--- src/rtl/bypsel_pkg.sv ---
package bypsel_pkg;

  typedef enum logic [2:0] {
    K_NONE  = 3'd0,
    K_REG   = 3'd1,
    K_IALU  = 3'd2,
    K_LOAD  = 3'd3,
    K_STORE = 3'd4,
    K_LINK  = 3'd5,
    K_CTRL  = 3'd6
  } insn_kind_e;

  typedef enum logic [1:0] {
    SEL_RFILE = 2'd0,
    SEL_MEFWD = 2'd1,
    SEL_WBFWD = 2'd2,
    SEL_IMM   = 2'd3
  } opb_sel_e;

  localparam int OPC_LSB = 26;
  localparam int OPC_W   = 6;
  localparam int FN_W    = 6;
  localparam int RT_LSB  = 16;
  localparam int RD_LSB  = 11;

  // opcode and function field to instruction class
  function automatic insn_kind_e kind_of(input logic [OPC_W-1:0] opc,
                                         input logic [FN_W-1:0] fn);
    insn_kind_e k;
    k = K_NONE;
    if (opc == 6'b000000) begin
      if (fn == 6'b001001)      k = K_LINK;
      else if (fn == 6'b001000) k = K_CTRL;
      else                      k = K_REG;
    end else if (opc == 6'b000011)       k = K_LINK;
    else if (opc == 6'b000010)           k = K_CTRL;
    else if (opc[5:2] == 4'b0001)        k = K_CTRL;
    else if (opc[5:3] == 3'b001)         k = K_IALU;
    else if (opc[5:3] == 3'b100)         k = K_LOAD;
    else if (opc[5:3] == 3'b101)         k = K_STORE;
    return k;
  endfunction

  function automatic logic uses_imm(input insn_kind_e k);
    return (k == K_IALU) || (k == K_LOAD) || (k == K_STORE);
  endfunction

endpackage

--- src/rtl/bypsel_decode.sv ---
module bypsel_decode
  import bypsel_pkg::*;
#(
  parameter int INSN_W   = 32,
  parameter int RAW      = 5,
  parameter int LINK_REG = 31
) (
  input  logic              valid,
  input  logic [INSN_W-1:0] insn,
  output insn_kind_e        kind,
  output logic [RAW-1:0]    dst,
  output logic [RAW-1:0]    src,
  output logic              imm_op
);

  logic [OPC_W-1:0] opc;
  logic [FN_W-1:0]  fn;
  logic [RAW-1:0]   f_rd;
  logic [RAW-1:0]   f_rt;

  assign opc  = insn[OPC_LSB +: OPC_W];
  assign fn   = insn[FN_W-1:0];
  assign f_rd = insn[RD_LSB +: RAW];
  assign f_rt = insn[RT_LSB +: RAW];

  assign kind   = valid ? kind_of(opc, fn) : K_NONE;
  assign src    = f_rt;
  assign imm_op = uses_imm(kind);

  always_comb begin
    case (kind)
      K_REG:          dst = f_rd;
      K_IALU, K_LOAD: dst = f_rt;
      K_LINK:         dst = RAW'(LINK_REG);
      default:        dst = '0;
    endcase
  end

endmodule

--- src/rtl/bypsel_match.sv ---
module bypsel_match
  import bypsel_pkg::*;
#(
  parameter int RAW = 5
) (
  input  logic           valid,
  input  logic           imm_op,
  input  logic [RAW-1:0] src,
  input  logic [RAW-1:0] young_dst,
  input  logic [RAW-1:0] old_dst,
  output logic           hit_young,
  output logic           hit_old,
  output opb_sel_e       sel
);

  // register zero matches nothing
  assign hit_young = (src != '0) && (src == young_dst);
  assign hit_old   = (src != '0) && (src == old_dst);

  always_comb begin
    if (!valid)         sel = SEL_RFILE;
    else if (imm_op)    sel = SEL_IMM;
    else if (hit_young) sel = SEL_MEFWD;
    else if (hit_old)   sel = SEL_WBFWD;
    else                sel = SEL_RFILE;
  end

endmodule

--- src/rtl/bypsel_dstpipe.sv ---
module bypsel_dstpipe #(
  parameter int RAW    = 5,
  parameter int STAGES = 3
) (
  input  logic                       clk,
  input  logic                       rst_n,
  input  logic [RAW-1:0]             d_in,
  output logic [STAGES-1:0][RAW-1:0] q
);

  genvar gi;
  generate
    for (gi = 0; gi < STAGES; gi++) begin : g_stage
      logic [RAW-1:0] nxt;
      if (gi == 0) begin : g_head
        assign nxt = d_in;
      end else begin : g_tail
        assign nxt = q[gi-1];
      end
      always_ff @(posedge clk or negedge rst_n) begin
        if (!rst_n) q[gi] <= '0;
        else        q[gi] <= nxt;
      end
    end
  endgenerate

endmodule

--- src/rtl/bypsel_ctrl.sv ---
module bypsel_ctrl
  import bypsel_pkg::*;
#(
  parameter int INSN_W   = 32,
  parameter int RAW      = 5,
  parameter int LINK_REG = 31
) (
  input  logic              clk,
  input  logic              rst_n,
  input  logic              id_valid,
  input  logic [INSN_W-1:0] id_insn,
  output logic [1:0]        idex_sel,
  output logic [RAW-1:0]    idex_dst,
  output logic [RAW-1:0]    exme_dst,
  output logic [RAW-1:0]    mewb_dst
);

  localparam int STAGES = 3;

  insn_kind_e                 w_kind;
  logic [RAW-1:0]             w_dst;
  logic [RAW-1:0]             w_src;
  logic                       w_imm_op;
  logic                       w_link;
  logic                       w_hit_young;
  logic                       w_hit_old;
  opb_sel_e                   w_sel_next;
  logic [STAGES-1:0][RAW-1:0] w_dq;
  opb_sel_e                   sel_q;

  bypsel_decode #(.INSN_W(INSN_W), .RAW(RAW), .LINK_REG(LINK_REG)) u_dec (
    .valid  (id_valid),
    .insn   (id_insn),
    .kind   (w_kind),
    .dst    (w_dst),
    .src    (w_src),
    .imm_op (w_imm_op)
  );

  assign w_link = (w_kind == K_LINK);

  bypsel_match #(.RAW(RAW)) u_match (
    .valid     (id_valid),
    .imm_op    (w_imm_op),
    .src       (w_src),
    .young_dst (w_dq[0]),
    .old_dst   (w_dq[1]),
    .hit_young (w_hit_young),
    .hit_old   (w_hit_old),
    .sel       (w_sel_next)
  );

  bypsel_dstpipe #(.RAW(RAW), .STAGES(STAGES)) u_pipe (
    .clk   (clk),
    .rst_n (rst_n),
    .d_in  (w_dst),
    .q     (w_dq)
  );

  always_ff @(posedge clk or negedge rst_n) begin
    if (!rst_n) sel_q <= SEL_RFILE;
    else        sel_q <= w_sel_next;
  end

  assign idex_sel = sel_q;
  assign idex_dst = w_dq[0];
  assign exme_dst = w_dq[1];
  assign mewb_dst = w_dq[2];

endmodule

--- config.mk ---
export PLATFORM = sky130hd
export DESIGN_NAME = bypsel_ctrl
export DESIGN_NICKNAME = d
export VERILOG_FILES = /design/src/rtl/bypsel_pkg.sv /design/src/rtl/bypsel_decode.sv /design/src/rtl/bypsel_match.sv /design/src/rtl/bypsel_dstpipe.sv /design/src/rtl/bypsel_ctrl.sv
export SDC_FILE = /design/constraint.sdc
export NUM_CORES = 1
export LEC_CHECK = 0
export ABC_AREA = 1
export BUFFER_PORTS_ARGS = -buffer_cell sky130_fd_sc_hd__buf_2
export CORE_MARGIN = 8
export CORE_UTILIZATION = 46
export CTS_CLUSTER_DIAMETER = 100
export DETAILED_ROUTE_END_ITERATION = 6
export PLACE_DENSITY_LB_ADDON = 0.08
export SYNTH_ARGS = -nofsm -noshare
export SYNTH_HDL_FRONTEND = slang
export SYNTH_HIERARCHICAL = 1
export SYNTH_SLANG_ARGS = --single-unit
--- constraint.sdc ---
create_clock -name clk -period 1.5 [get_ports clk]
set_clock_uncertainty 0.2 [all_clocks]
set_input_delay 0.15 -clock clk [delete_from_list [all_inputs] [get_ports clk]]
set_output_delay 0.15 -clock clk [all_outputs]
set_load 0.05 [all_outputs]
==> out/metrics.csv <==
metric,value,unit
outcome,completed,
Final Hold Fails,0,
CTS tree,yes,
Power Density,718.0,mW/mm²
Final #Nets,253,
worst path cell trace,dlygate4sd3_1 > buf_2 > inv_2 > nand2_1 > nand2_1 > nand2_1 > nor2_1 > nand2_2 > nand2_2 > a21oi_2,
wire per inst,10.85,µm
DRT Pass-1 Iters,4,
Critical Path RT,1480,ps
"most common cell after layout, fill and taps aside",nand2_1,
Setup Viol. Count Final,0,
via density per instance,4.526,
headroom to the max-slew limit,0.7544,
first-pass GRT wire length,4.761,mm
pins over their slew limit,0,
Ys Warns,6,
fill count,229,
slowest CP cell,dlygate4sd3_1,
post-layout min period,1424,ps
Setup CP Type,input pin to flop,
post-route ant nets,0,
Max IR drop VDD,0.0004481,V
Hold Slack,97.79,ps
syn nets,198,
Starting DRT DRC Count,48,
Die H,65.59,µm
worst hold-check path type,input pin to asynchronous set/reset pin,
Worst-Skew Late Latency,290,ps
Final Wtd Congestion,0.7906,
Worst Tran Pin Value,368.4,ps
"Clk pin slew, worst setup/hold paths",100,ps
Starting Density,0.4694,
CTS buffer count,3,
startpoint types,input pin,
GRT overflow,0,
Leak,0.0008868,µW
Final Cycle Share,0.9491,
Place WS,9.389,ps
Mapped Cells,163,
CTS H-Tree Depth,1,
placed wire-length estimate,2.171,mm
"commonest non-fill, non-tap cells in the layout","nand2_1, buf_2, inv_1",
vias post-DR,1118,
PortBufs,41,
crit path DAT,1400,ps
CP endpoint kind,flop,
die area,0.004301,mm²
Total GRT Usage,0.1357,
fmax,702.4,MHz
Post-CTS Setup Inserts,0,
Diodes inserted,0,
pin count of the biggest net entering global routing,18,
Routed WL,2.681,mm
Core ar.,0.002410,mm²
worst-path fanout max,4,
DRC Markers,0,
CTS sink cnt,17,
Mapped Area,0.001131,mm²
Clock Tree Buf Depth,2,
share of layout cells above drive strength 1,0.3226,
synth-to-layout area growth,34.07,%
Max Cap Viol,0,
Die Span X,65.59,µm
initial antenna violation count,0,
crit-path most repeated cell,nand2_1,
CP peak stage delay,530,ps
number of global-route vias before repair,1153,
Tot Pwr,1089,µW
"Worst Setup Slack, final",76.39,ps
row cnt,18,
Ports,52,
Root Driver,clkbuf_4,
Post-Syn Area per Cell,6.939,µm²
## critical path: cells and delay by family
kind	cells	cell delay, ps
AOI/OAI and AO/OA	1	40
and+or+nand+nor	6	460
buffers and inverters	3	760
## layer usage
layer / vias to the layer above / track usage / part of all wire / wire, µm
li1: 593 / - / - / -
met1: 490 / 0.1304 / 0.37 / 1000
met2: 31 / 0.2522 / 0.53 / 1430
met3: 4 / 0.04762 / 0.077 / 206
met4: 0 / 0.06267 / 0.016 / 44
met5: - / 0 / 0 / 0
## cell type report
type                       instances  area, µm²  share of cell area
sequential                        17      425.4              0.2805
tap                               30      37.54             0.02475
timing repair buffer              56      350.3              0.2310
multi-input combinational        108      556.8              0.3672
clock buffer                       4      26.28             0.01733
inverter                          32      120.1             0.07921
## stage by stage
| stage | util | cell area (µm²) | std cells | TNS [ps] |
|---|---|---|---|---|
| finish | 0.6293 | 1516 | 247 | 0 |
| global route | 0.6293 | 1516 | 247 | -8.272 |
| CTS | 0.6231 | 1501 | 247 | 0 |
| detailed placement | 0.5623 | 1355 | 231 | 0 |
| global placement | 0.5623 | 1355 | 231 | 0 |
| floorplan | - | 1131 | 163 | 0 |
## final timing paths
check | from | to | slack, ps | depth (start not counted)
setup / recovery | id_insn[19] | idex_sel[1]$_DFF_PN0_ | 80 | 10
hold / removal | rst_n | u_pipe/q[14]$_DFF_PN0_ | 100 | 2
setup reg to reg | u_pipe/g_stage[1].nxt[2]$_DFF_PN0_ | idex_sel[1]$_DFF_PN0_ | 200 | 6
hold reg to reg | u_pipe/g_stage[1].nxt[4]$_DFF_PN0_ | u_pipe/g_stage[2].nxt[4]$_DFF_PN0_ | 230 | 0
max in group asynchronous | rst_n | u_pipe/g_stage[1].nxt[1]$_DFF_PN0_ | 730 | 2
min in group clk | id_insn[0] | idex_sel[1]$_DFF_PN0_ | 220 | 8
## power breakdown
| group | internal, µW | switching [µW] | leakage, µW |
|---|---|---|---|
| Sequential | 482 | 16.1 | 0.000231 |
| Combinational | 122 | 228 | 0.000640 |
| Clock | 103 | 137 | 0.0000150 |
## sequential cells by signal (all words and copies together) (netlist names)
signal	flops
idex_sel	2
u_pipe/q	5
u_pipe/g_stage.nxt	10
## what timing repair did
action | 4_1_cts | 5_1_grt
hold buffers | 12 | 0
setup endpoints to repair | 0 | 2
gates resized for setup | 0 | 6
endpoints found under the hold margin | 23 | 0
(Power assumes the default switching activity.)
